File: src/rtl/rnc_pkg.sv
package rnc_pkg;
   // classification of the sample on the input stream
   typedef enum logic [1:0] {
      PK_IDLE   = 2'd0,
      PK_DARK   = 2'd1,
      PK_ACTIVE = 2'd2
   } pix_kind_e;

   function automatic pix_kind_e classify(input logic v, input logic l, input logic d);
      if (!(v && l)) return PK_IDLE;
      if (d)         return PK_DARK;
      return PK_ACTIVE;
   endfunction
endpackage

File: src/rtl/rnc_extreme_pair.sv
module rnc_extreme_pair #(
   parameter int W         = 10,
   parameter bit KEEP_HIGH = 1'b0
) (
   input  logic         clk,
   input  logic         rst_n,
   input  logic         clr,
   input  logic         upd,
   input  logic [W-1:0] x,
   output logic [W-1:0] e1,
   output logic [W-1:0] e2
);
   localparam logic [W-1:0] INIT = KEEP_HIGH ? {W{1'b0}} : {W{1'b1}};

   logic beats1, beats2;

   generate
      if (KEEP_HIGH) begin : g_high
         assign beats1 = x > e1;
         assign beats2 = x > e2;

         hi_order_chk: assert property (@(posedge clk) disable iff (!rst_n) e1 >= e2)
            else $error("largest below second largest");
      end else begin : g_low
         assign beats1 = x < e1;
         assign beats2 = x < e2;

         lo_order_chk: assert property (@(posedge clk) disable iff (!rst_n) e1 <= e2)
            else $error("smallest above second smallest");
      end
   endgenerate

   always_ff @(posedge clk) begin
      if (!rst_n || clr) begin
         e1 <= INIT;
         e2 <= INIT;
      end else if (upd) begin
         if (beats1) begin
            e2 <= e1;
            e1 <= x;
         end else if (beats2) begin
            e2 <= x;
         end
      end
   end
endmodule

File: src/rtl/rnc_dark_stats.sv
module rnc_dark_stats #(
   parameter int PIX_W  = 10,
   parameter int DARK_N = 36,
   parameter int SHIFT  = 5
) (
   input  logic             clk,
   input  logic             rst_n,
   input  logic             clr,
   input  logic             smp_valid,
   input  logic [PIX_W-1:0] smp,
   output logic [PIX_W-1:0] avg,
   output logic             full
);
   localparam int CNT_W = $clog2(DARK_N + 1);
   localparam int SUM_W = PIX_W + $clog2(DARK_N) + 1;

   initial begin : p_param_chk
      assert (DARK_N == 4 + (1 << SHIFT)) else $error("DARK_N must be 4 + 2**SHIFT");
      assert (PIX_W >= 2) else $error("PIX_W too small");
   end

   logic [CNT_W-1:0] cnt;
   logic [SUM_W-1:0] sum;
   logic [PIX_W-1:0] lo1, lo2, hi1, hi2;
   logic [SUM_W-1:0] trim_full;
   logic             take;

   assign full = (cnt == CNT_W'(DARK_N));
   assign take = smp_valid && !full && !clr;

   always_ff @(posedge clk) begin
      if (!rst_n || clr) begin
         cnt <= '0;
         sum <= '0;
      end else if (take) begin
         cnt <= cnt + 1'b1;
         sum <= sum + SUM_W'(smp);
      end
   end

   rnc_extreme_pair #(.W(PIX_W), .KEEP_HIGH(1'b0)) u_low (
      .clk(clk), .rst_n(rst_n), .clr(clr), .upd(take), .x(smp), .e1(lo1), .e2(lo2));

   rnc_extreme_pair #(.W(PIX_W), .KEEP_HIGH(1'b1)) u_high (
      .clk(clk), .rst_n(rst_n), .clr(clr), .upd(take), .x(smp), .e1(hi1), .e2(hi2));

   assign trim_full = sum - SUM_W'(lo1) - SUM_W'(lo2) - SUM_W'(hi1) - SUM_W'(hi2);
   assign avg       = PIX_W'(trim_full >> SHIFT);


   cnt_bound_chk: assert property (@(posedge clk) disable iff (!rst_n) cnt <= CNT_W'(DARK_N))
      else $error("dark sample count overran");


   restart_chk: assert property (@(posedge clk) disable iff (!rst_n) clr |=> cnt == '0)
      else $error("statistics not cleared between rows");
endmodule

File: src/rtl/rnc_apply.sv
module rnc_apply #(
   parameter int PIX_W = 10,
   parameter int PED_W = 8
) (
   input  logic             clk,
   input  logic             rst_n,
   input  logic             in_valid,
   input  logic             in_line,
   input  logic             in_dark,
   input  logic [PIX_W-1:0] in_pix,
   input  logic [PIX_W-1:0] avg,
   input  logic             corr_on,
   input  logic [PED_W-1:0] ped,
   output logic             out_valid,
   output logic             out_line,
   output logic [PIX_W-1:0] out_pix
);
   import rnc_pkg::*;

   localparam int EW = PIX_W + 3;
   localparam logic signed [EW-1:0] MAXV = $signed({3'b000, {PIX_W{1'b1}}});

   initial begin : p_param_chk
      assert (PED_W <= PIX_W) else $error("pedestal wider than pixel");
   end

   pix_kind_e               kind;
   logic signed [EW-1:0]    diff;
   logic        [PIX_W-1:0] clamped;
   logic        [PIX_W-1:0] nxt;

   assign kind = classify(in_valid, in_line, in_dark);
   assign diff = $signed({3'b000, in_pix}) - $signed({3'b000, avg})
               + $signed({{(EW-PED_W){1'b0}}, ped});

   always_comb begin
      if (diff[EW-1])      clamped = '0;
      else if (diff > MAXV) clamped = '1;
      else                 clamped = diff[PIX_W-1:0];
   end

   always_comb begin
      unique case (kind)
         PK_ACTIVE: nxt = corr_on ? clamped : in_pix;
         PK_DARK:   nxt = in_pix;
         default:   nxt = '0;
      endcase
   end

   always_ff @(posedge clk) begin
      if (!rst_n) begin
         out_valid <= 1'b0;
         out_line  <= 1'b0;
         out_pix   <= '0;
      end else begin
         out_valid <= in_valid && in_line;
         out_line  <= in_line;
         out_pix   <= nxt;
      end
   end


   bypass_chk: assert property (@(posedge clk) disable iff (!rst_n)
      (in_valid && in_line && (in_dark || !corr_on)) |=> out_pix == $past(in_pix))
      else $error("uncorrected sample altered");


   idle_zero_chk: assert property (@(posedge clk) disable iff (!rst_n) !out_valid |-> out_pix == '0)
      else $error("output pixel not zero while idle");
endmodule

File: src/rtl/rownoise_canceller.sv
module rownoise_canceller #(
   parameter int PIX_W  = 10,
   parameter int PED_W  = 8,
   parameter int DARK_N = 36,
   parameter int SHIFT  = 5
) (
   input  logic             clk,
   input  logic             rst_n,
   input  logic             in_valid,
   input  logic             in_line,
   input  logic             in_dark,
   input  logic [PIX_W-1:0] in_pix,
   input  logic             cfg_dark_read_en,
   input  logic             cfg_corr_en,
   input  logic [PED_W-1:0] cfg_pedestal,
   output logic             out_valid,
   output logic             out_line,
   output logic [PIX_W-1:0] out_pix
);
   logic [PIX_W-1:0] row_ref;
   logic             ref_ready;
   logic             corr_on;
   logic             dark_smp;

   assign corr_on  = cfg_dark_read_en && cfg_corr_en;
   assign dark_smp = in_valid && in_line && in_dark;

   rnc_dark_stats #(.PIX_W(PIX_W), .DARK_N(DARK_N), .SHIFT(SHIFT)) u_stats (
      .clk(clk), .rst_n(rst_n), .clr(!in_line), .smp_valid(dark_smp), .smp(in_pix),
      .avg(row_ref), .full(ref_ready));

   rnc_apply #(.PIX_W(PIX_W), .PED_W(PED_W)) u_apply (
      .clk(clk), .rst_n(rst_n), .in_valid(in_valid), .in_line(in_line), .in_dark(in_dark),
      .in_pix(in_pix), .avg(row_ref), .corr_on(corr_on), .ped(cfg_pedestal),
      .out_valid(out_valid), .out_line(out_line), .out_pix(out_pix));

   // input assumption, the dark run is complete before correction is applied
   ref_ready_chk: assert property (@(posedge clk) disable iff (!rst_n)
      (in_valid && in_line && !in_dark && corr_on) |-> ref_ready)
      else $error("active pixel before full dark run");


   line_follow_chk: assert property (@(posedge clk) disable iff (!rst_n)
      $rose(in_line) |=> $rose(out_line))
      else $error("line framing not forwarded");
endmodule

File: config.mk
export PLATFORM = sky130hd
export DESIGN_NAME = rownoise_canceller
export DESIGN_NICKNAME = d
export VERILOG_FILES = /design/src/rtl/rnc_pkg.sv /design/src/rtl/rnc_extreme_pair.sv /design/src/rtl/rnc_dark_stats.sv /design/src/rtl/rnc_apply.sv /design/src/rtl/rownoise_canceller.sv
export SDC_FILE = /design/constraint.sdc
export NUM_CORES = 1
export LEC_CHECK = 0
export ABC_CLOCK_PERIOD_IN_PS = 8550
export CAP_MARGIN = 20
export CORE_AREA = 5 5 108 110
export CTS_CLUSTER_DIAMETER = 200
export DETAILED_ROUTE_END_ITERATION = 10
export DIE_AREA = 0 0 113 115
export PLACE_DENSITY = 0.78
export SETUP_SLACK_MARGIN = 0.15
export SLEW_MARGIN = 20
export SYNTH_ARGS = -nofsm -noshare
export SYNTH_HDL_FRONTEND = slang
export SYNTH_SLANG_ARGS = --single-unit
File: constraint.sdc
create_clock -name clk -period 8.55 [get_ports clk]
set_input_delay 1.2825 -clock clk [delete_from_list [all_inputs] [get_ports clk]]
set_output_delay 1.2825 -clock clk [all_outputs]
set_load 0.1 [all_outputs]
======== After elaboration in Yosys (flattened, before gate mapping) ========
Index checks and enable logic that the tools add are counted.
storage, ports and cells
  output and inout bits ................... 12
  flip-flop bits (word level) ............. 75
cells by class
  muxes and demuxes ....................... 14
  $lt $le $gt $ge ......................... 5
  reductions and logical operators ........ 15
  add/sub/neg operators ................... 8
  equality and inequality tests ........... 3
operator list
  cell                  count
  $mux 10               7
  $sub 15x10->15        4
  $gt 10x10->1          2
  $lt 10x10->1          2
  $pmux 10 s2           1
  $add 17x10->17        1
  $add 13x9->13         1
  $gt 13x11->1 const B  1
  $sub 10x10->11        1
  $mux 2                4
  $reduce_and 2->1      4
  $add 6x1->6 const B   1
  $eq 6x6->1 const B    1
  $logic_and 1x1->1     5
  $reduce_bool 2->1     2
  $logic_not 1->1       3
  $eq 2x1->1 const B    1
  $eq 2x2->1 const B    1
  $mux 1                2
  $logic_or 1x1->1      1

======== Logic depth before layout (Yosys ltp) ========
Gate-level depths: netlist (run 1).
  depth in word-level cells ............... 11
  depth in mapped cells ................... 30
  depth with buffers taken out ............ 29

======== Hierarchy ========
Synthesis (run 1) repeated with hierarchy kept, for this count alone.
second synthesis, totals
  cell total of the unflattened synthesis .. 831
  area total of the unflattened synthesis .. 7115.6 sq um
modules (own cells, without submodules)
  module                              area an instance (sq um)  instances  cells an instance
  rnc_dark_stats                      2788.9                    1          330
  rnc_extreme_pair at u_stats.u_high  1574.0                    1          180
  rnc_apply                           1468.9                    1          182
  rnc_extreme_pair at u_stats.u_low   1267.5                    1          136
  rownoise_canceller                  16.3                      1          3

======== Worst setup path after synthesis (run 1) ========
Ideal clock, no wire load.
  path type ............................... flip-flop to flip-flop
  from .................................... register u_stats.u_high.e1[1]
  to ...................................... register u_apply.out_pix[9]
  data required time ...................... 8.410 ns
  slack ................................... 2.526 ns
  cell stages (with the launch flop) ...... 26
  buffers on the path ..................... 0
  arrival time ............................ 5.884 ns
  cells stage by stage .................... dfxtp_1 -> inv_1 -> fa_1 -> inv_1 -> fa_1 -> inv_1 -> fa_1 -> ha_1 -> a21o_1 -> a21o_1 -> a2111oi_4 -> nor2_1 -> a21oi_1 -> o21bai_1 -> xnor2_1 -> ha_1 -> and3_1 -> a221oi_1 -> xnor2_1 -> ha_1 -> or2_2 -> a21oi_1 -> o21bai_1 -> nor4_2 -> o211ai_2 -> a22oi_1
on the way
  word-level cells in the longest chain between the ends .. 9
ends and longest elaborated chain
  what                            RTL line                source
  start, declared                 rnc_extreme_pair.sv:10  output logic [W-1:0] e1,
  start signal, assigned          rnc_extreme_pair.sv:35  e1 <= INIT;
  start signal, assigned          rnc_extreme_pair.sv:40  e1 <= x;
  $sub 15x10->15 * (2 in series)  rnc_dark_stats.sv:47    assign trim_full = sum - SUM_W'(lo1) - SUM_W'(lo2) - SUM_W'(hi1) - SUM_W'(hi2);
  $sub 10x10->11 *                rnc_apply.sv:33         assign diff = $signed({3'b000, in_pix}) - $signed({3'b000, avg})
  $add 13x9->13 *                 rnc_apply.sv:34         + $signed({{(EW-PED_W){1'b0}}, ped});
  $gt 13x11->1                    rnc_apply.sv:38         else if (diff > MAXV) clamped = '1;
  $mux 10                         rnc_apply.sv:38
  $mux 10 *                       rnc_apply.sv:37         if (diff[EW-1]) clamped = '0;
  $mux 10 *                       rnc_apply.sv:44         PK_ACTIVE: nxt = corr_on ? clamped : in_pix;
  $pmux 10 s2 *                   rnc_apply.sv:43         unique case (kind)
  end signal, assigned            rnc_apply.sv:58         out_pix <= nxt;
  end, declared                   rnc_apply.sv:16         output logic [PIX_W-1:0] out_pix
Mark *: on every way between the ends. The rest lies on a longest branch, timed or not.
A chain may end at the register's enable or synchronous reset.

======== Worst setup path after layout (run 1) ========
Same ends and word-level chain as after synthesis.

==> flow_metrics.py, run 1 <==
metrics = {
    "timing": {
        "hold_violations": 0,
        "fin_setup_tns_ns": 0,
        "relSlewSlack": 0.339,
        "setup_viol": 0,
        "fin_crit_sh": 0.837,
        "max_freq_mhz": 140,
        "whs_ns": 0.489,
        "skew_ns": 0.00604,
        "period_minus_slack_ns": 7.16,
        "maxSlewViolCount": 0,
        "worst_slew_pin_slew_ns": 0.988,
        "rsz0062_at_grt": "no",
        "final.setup.worst_slack_ns": 1.39,
    },
    "cells_and_area": {
        "multi_input_area_um2": 4310,
        "fillers": 842,
        "final_cell_mix": "111 x inv_1, 81 x ha_1, 73 x dfxtp_1",
        "drive_gt1_frac": 0.0559,
        "stdcell_area_um2": 7020,
        "areaGrowthSynthToFinish_pct": 11.7,
        "final_nets": 903,
        "seqCellArea_um2": 1460,
        "final_common_cell": "inv_1",
        "diodes": 0,
    },
    "power_and_ir_drop": {
        "p_comb_frac": 0.559,
        "p_int_w": 0.000920,
        "ir_drop_mv": 0.181,
        "seqPwrFrac": 0.225,
        "p_switching_w": 0.000644,
        "leakage_nw": 3.13,
        "p_per_area_nw_per_um2": 223,
        "sw_frac_of_total": 0.412,
        "power.share.clock": 0.216,
    },
    "synthesis": {
        "ys_seq_elements": 73,
        "ys_types": 54,
        "synth_area_leaders": "dfxtp_1 23%, ha_1 16%, fa_1 11%",
        "yosysWarnings": 0,
        "netlist_instances": 740,
        "synth_top_area_cell": "dfxtp_1",
        "syn_nets": 879,
        "syn_area_um2": 6290,
        "synth.top_cell.area_share": 0.232,
        "synth_ff_type": "dfxtp_1",
        "synth-edff-count": 0,
        "yosysSeqAreaShare": 0.232,
        "async_flop_share": 0,
        "syn_avg_cell_area_um2": 8.50,
    },
    "cts": {
        "cts_tree": "built",
        "cts_setup_buffers": 0,
        "clk_pin_slew_ns": 0.08,
        "cts_htree_levels": 3,
        "cts.path.max_buffers": 2,
        "insertion_delay_ns": 0.35,
        "postCtsResizedCells": 0,
        "ctsHoldBuffers": 0,
        "cts_buffers": 9,
        "cts-root-buf": "clkbuf_8",
        "cts_sinks": 73,
    },
    "setup_path": {
        "critical_path_required_ns": 8.83,
        "crit_fanout": 11,
        "crit_path_start_kind": "flip-flop",
        "end_kind": "flip-flop",
        "reg2reg_depth": 25,
        "crit_arrival_ns": 7.44,
        "critical_path_class": "flip-flop to flip-flop",
    },
    "place": {
        "io_buffers": 36,
        "placed_area_um2": 6770,
        "place_hpwl_um": 12200,
        "place_congestion": 0.936,
        "dp_slack_ns": 1.52,
    },
    "grt": {
        "grt_pass1_vias": 5463,
        "grt_usage": 0.259,
        "antenna_found_initial": 0,
        "grt_pass1_wl_um": 26900,
        "overflow": 0,
        "grt_max_degree": 46,
    },
    "floorplanning": {
        "std_cell_rows": 38,
        "die_height_um": 115,
        "dieArea_um2": 13000,
        "core-area_um2": 10600,
        "ios": 37,
        "start_util": 0.593,
        "die_x_um": 113,
    },
    "run": {
        "drv_cap": 0,
    },
    "worst_hold_path": {
        "hold_path_class": "flip-flop to flip-flop",
        "worstHoldPathCells": 2,
    },
    "route": {
        "drcViolationCount": 0,
        "vias": 5463,
        "vias_per_cell": 6.01,
        "dr.first_iter.drc_count": 397,
        "drt_first_pass_iters": 5,
        "wire_per_inst_um": 17.9,
        "antenna_left": 0,
        "drt_wl_total_um": 16200,
    },
    "status": {
        "status": "complete, no violations",
    },
}
state kept, by name, indices dropped and copies added (netlist names):
signal	cells
u_apply.out_line	1
u_apply.out_pix	10
u_apply.out_valid	1
u_stats.cnt	6
u_stats.sum	15
u_stats.u_high.e1	10
u_stats.u_high.e2	10
u_stats.u_low.e1	10
u_stats.u_low.e2	10
worst paths after layout:
| kind | startpoint | endpoint | slack, ns |
|---|---|---|---|
| worst min register to register | u_stats.sum[0]$_SDFFE_PP0P_ | u_stats.sum[0]$_SDFFE_PP0P_ | 0.49 |
| worst max register to register | u_stats.u_high.e1[1]$_SDFFE_PP0P_ | u_apply.out_pix[9]$_SDFF_PN0_ | 1.39 |
| worst min-delay path | u_stats.sum[0]$_SDFFE_PP0P_ | u_stats.sum[0]$_SDFFE_PP0P_ | 0.49 |
| worst max-delay path | u_stats.u_high.e1[1]$_SDFFE_PP0P_ | u_apply.out_pix[9]$_SDFF_PN0_ | 1.39 |
routing by layer:
metal | wire length [um] | track usage | vias up | share of wire
met3 | 1070 | 0.0358 | 27 | 0.066
met4 | 335 | 0.0929 | 0 | 0.021
li1 | - | - | 2689 | -
met5 | 0 | 0 | - | 0
met1 | 7250 | 0.345 | 2548 | 0.45
met2 | 7590 | 0.431 | 199 | 0.47
critical path, stage by stage, from the launching register on:
cell and delay, ns:
dfxtp_1 0.36, inv_1 0.08, fa_1 0.55, inv_1 0.06, fa_1 0.50, inv_1 0.06, fa_1 0.46, ha_1 0.30
a21o_1 0.18, a21o_1 0.22, a2111oi_4 0.44, nor2_1 0.14, a21oi_1 0.25, o21bai_1 0.11, xnor2_1 0.13, ha_1 0.35
and3_1 0.21, a221oi_1 0.53, xnor2_1 0.13, ha_1 0.35, or2_2 0.14, a21oi_1 0.06, o21bai_1 0.19, nor4_2 0.75
o211ai_2 0.29, a22oi_1 0.23
per-stage QoR:
stage / util / total power (W) / instances
2_1_floorplan: - / 0.00104 / 740
3_3_place_gp: 0.638 / 0.00118 / 893
3_5_place_dp: 0.639 / 0.00121 / 893
4_1_cts: 0.662 / 0.00155 / 909
5_1_grt: 0.662 / 0.00167 / 909
6_report: 0.662 / 0.00156 / 909
cell usage after synthesis, types with 12 or more instances:
master and instances:
fa_1 33, a21o_1 19, o211ai_1 14, clkbuf_1 27, dfxtp_1 73, o21ai_0 43
nor2_1 30, a21oi_1 51, xnor2_1 22, o21a_1 14, nand3_1 16, inv_1 111
a31oi_1 12, nand2_1 38, ha_1 81, o21ai_1 15
power by group through the flow:
stage | registers [W] | clock network, W | logic, W
3_5_place_dp | 0.000359 | 0 | 0.000854
5_1_grt | 0.000352 | 0.000355 | 0.000960
3_3_place_gp | 0.000359 | 0 | 0.000819
6_report | 0.000351 | 0.000339 | 0.000874
2_1_floorplan | 0.000376 | 0 | 0.000660
4_1_cts | 0.000351 | 0.000341 | 0.000859
cell type report:
| class | instances | share of cell area |
|---|---|---|
| clock buffers | 11 | 0.0201 |
| clock inverters | 5 | 0.0146 |
| inverters | 111 | 0.0593 |
| multi-input cells | 526 | 0.614 |
| flip-flops and latches | 73 | 0.208 |
| well taps | 140 | 0.0250 |
| repair buffers | 43 | 0.0588 |
cells by family after synthesis:
kind of cell,count (synthesis),synth area share
AOI/OAI and AO/OA,242,0.263
buffers and inverters,141,0.0844
and+or+nand+nor,138,0.108
adders and majority gates,114,0.266
DFF,73,0.232
xor gates and xnor gates,28,0.0390
muxes,4,0.00637
Note: power is estimated with default switching activity, not from simulation.
==> run 2, diff against run 1 <==
--- a/config.mk
+++ b/config.mk
@@ -5,13 +5,13 @@
 export SDC_FILE = /design/constraint.sdc
 export NUM_CORES = 1
 export LEC_CHECK = 0
-export ABC_CLOCK_PERIOD_IN_PS = 8550
+export ABC_CLOCK_PERIOD_IN_PS = 6200
 export CAP_MARGIN = 20
-export CORE_AREA = 5 5 108 110
+export CORE_AREA = 5 5 113 115
 export CTS_CLUSTER_DIAMETER = 200
 export DETAILED_ROUTE_END_ITERATION = 10
-export DIE_AREA = 0 0 113 115
-export PLACE_DENSITY = 0.78
+export DIE_AREA = 0 0 118 120
+export PLACE_DENSITY = 0.75
 export SETUP_SLACK_MARGIN = 0.15
 export SLEW_MARGIN = 20
 export SYNTH_ARGS = -nofsm -noshare
==> constraint.sdc (replaced) <==
create_clock -name clk -period 6.2 [get_ports clk]
set_input_delay 0.93 -clock clk [delete_from_list [all_inputs] [get_ports clk]]
set_output_delay 0.93 -clock clk [all_outputs]
set_load 0.1 [all_outputs]
==> flow_metrics.py, run 2 (synthesized netlist as in run 1, its figures left out) <==
metrics = {
    "route": {
        "drcViolationCount": 0,
        "vias_per_cell": 6.06,
        "vias": 5698,
        "drt_wl_total_um": 17000,
        "antenna_left": 0,
        "dr.first_iter.drc_count": 383,
        "wire_per_inst_um": 18.1,
        "drt_first_pass_iters": 5,
    },
    "cells_and_area": {
        "largest_reg_flops": 15,
        "final_cells": 940,
        "areaGrowthSynthToFinish_pct": 18.9,
        "fillers": 979,
        "top_register": "u_stats.sum",
        "final_cell_mix": "107 x inv_1, 78 x ha_1, 69 x dfxtp_1",
        "drive_gt1_frac": 0.130,
        "diodes": 0,
        "final_common_cell": "inv_1",
        "stdcell_area_um2": 7470,
        "final_nets": 927,
    },
    "cts": {
        "insertion_delay_ns": 0.35,
        "cts-root-buf": "clkbuf_16",
        "cts.path.max_buffers": 2,
        "cts_htree_levels": 3,
        "clk_pin_slew_ns": 0.06,
        "cts_sinks": 73,
        "cts_buffers": 9,
        "cts_tree": "built",
        "ctsHoldBuffers": 0,
    },
    "floorplanning": {
        "die_x_um": 118,
        "dieArea_um2": 14200,
        "core-area_um2": 11700,
        "std_cell_rows": 40,
        "start_util": 0.537,
        "die_height_um": 120,
        "ios": 37,
    },
    "timing": {
        "maxSlewViolCount": 0,
        "fin_crit_sh": 1.01,
        "skew_ns": 0.00838,
        "rsz0062_at_grt": "yes",
        "max_freq_mhz": 159,
        "relSlewSlack": 0.332,
        "final.setup.worst_slack_ns": -0.0920,
        "period_minus_slack_ns": 6.29,
        "hold_violations": 0,
        "worst_slew_pin_slew_ns": 0.999,
        "fin_setup_tns_ns": -0.567,
        "setup_viol": 10,
    },
    "grt": {
        "antenna_found_initial": 0,
        "grt_max_degree": 46,
        "grt_pass1_vias": 5737,
        "grt_pass1_wl_um": 27400,
        "grt_usage": 0.237,
        "overflow": 0,
    },
    "power_and_ir_drop": {
        "p_switching_w": 0.00105,
        "p_int_w": 0.00159,
        "power.share.clock": 0.222,
        "ir_drop_mv": 0.335,
        "seqPwrFrac": 0.184,
        "p_comb_frac": 0.594,
        "p_per_area_nw_per_um2": 353,
        "sw_frac_of_total": 0.396,
        "leakage_nw": 3.31,
    },
    "run": {
        "drv_cap": 0,
    },
    "setup_path": {
        "max_stage_delay_ns": 0.55,
        "critical_path_required_ns": 6.47,
        "critical_path_class": "flip-flop to flip-flop",
        "crit_slowest_cell": "fa_1",
        "crit_arrival_ns": 6.56,
        "crit_fanout": 5,
        "end_kind": "flip-flop",
        "crit_path_start_kind": "flip-flop",
    },
    "place": {
        "placedCellCount": 912,
        "place_hpwl_um": 12400,
        "io_buffers": 36,
        "place_congestion": 0.953,
        "dp_slack_ns": -0.187,
        "placed_area_um2": 6870,
    },
    "worst_hold_path": {
        "hold_path_class": "flip-flop to flip-flop",
    },
    "status": {
        "status": "complete, but fails checks",
        "violations": "setup timing",
    },
}
-- run 2: per-layer routing --
layer  vias to the layer above  share of wire  track usage
met5                         -              0            0
met4                         0          0.023       0.0867
met3                        32          0.057       0.0438
met2                       173           0.49        0.406
met1                      2755           0.43        0.296
li1                       2738              -            -
-- run 2: final timing paths --
kind	start	endpoint	slack, ns	cells past startpoint
worst max-delay path	u_stats.u_low.e2[1]$_SDFFE_PP1P_	u_apply.out_pix[5]$_SDFF_PN0_	-0.09	30
worst min-delay path	u_stats.sum[0]$_SDFFE_PP0P_	u_stats.sum[0]$_SDFFE_PP0P_	0.47	2
worst max register to register	u_stats.u_low.e2[1]$_SDFFE_PP1P_	u_apply.out_pix[5]$_SDFF_PN0_	-0.09	30
worst min register to register	u_stats.sum[0]$_SDFFE_PP0P_	u_stats.sum[0]$_SDFFE_PP0P_	0.47	2
-- run 2: per-stage QoR --
step	total power (W)	hold WS [ns]	util
floorplan	0.00143	0.453	-
global placement	0.00171	0.467	0.586
detailed placement	0.00175	0.471	0.586
CTS	0.00253	0.479	0.630
global route	0.00279	0.516	0.638
finish	0.00264	0.475	0.638
-- run 2: critical path, delay by kind of cell (launching register included) --
kind | cells | cell delay (ns)
compound gates | 12 | 2.06
fa+ha+maj | 6 | 2.34
simple gates | 5 | 0.73
flops | 1 | 0.34
buf+inv | 5 | 0.42
xor+xnor | 2 | 0.31
-- run 2: layout make-up --
type                       instances  area [um^2]  area share
clock buffer                      12          256      0.0343
clock inverter                     4         75.1      0.0100
timing repair buffer              67          604      0.0809
multi-input combinational        526         4470       0.598
sequential                        73         1470       0.196
tap                              147          184      0.0246
inverter                         111          419      0.0561
-- run 2: what timing repair did --
action,CTS,global route
cloned,1,0
setup endpoints to repair,10,10
pin swaps,15,28
resized for setup,32,16
setup buffers,7,4
-- run 2: power by group through the flow --
stage	combinational [W]	clock, W	sequential (W)
4_1_cts	0.00146	0.000588	0.000485
5_1_grt	0.00170	0.000604	0.000486
3_3_place_gp	0.00121	0	0.000495
2_1_floorplan	0.000910	0	0.000518
6_report	0.00157	0.000586	0.000485
3_5_place_dp	0.00125	0	0.000495
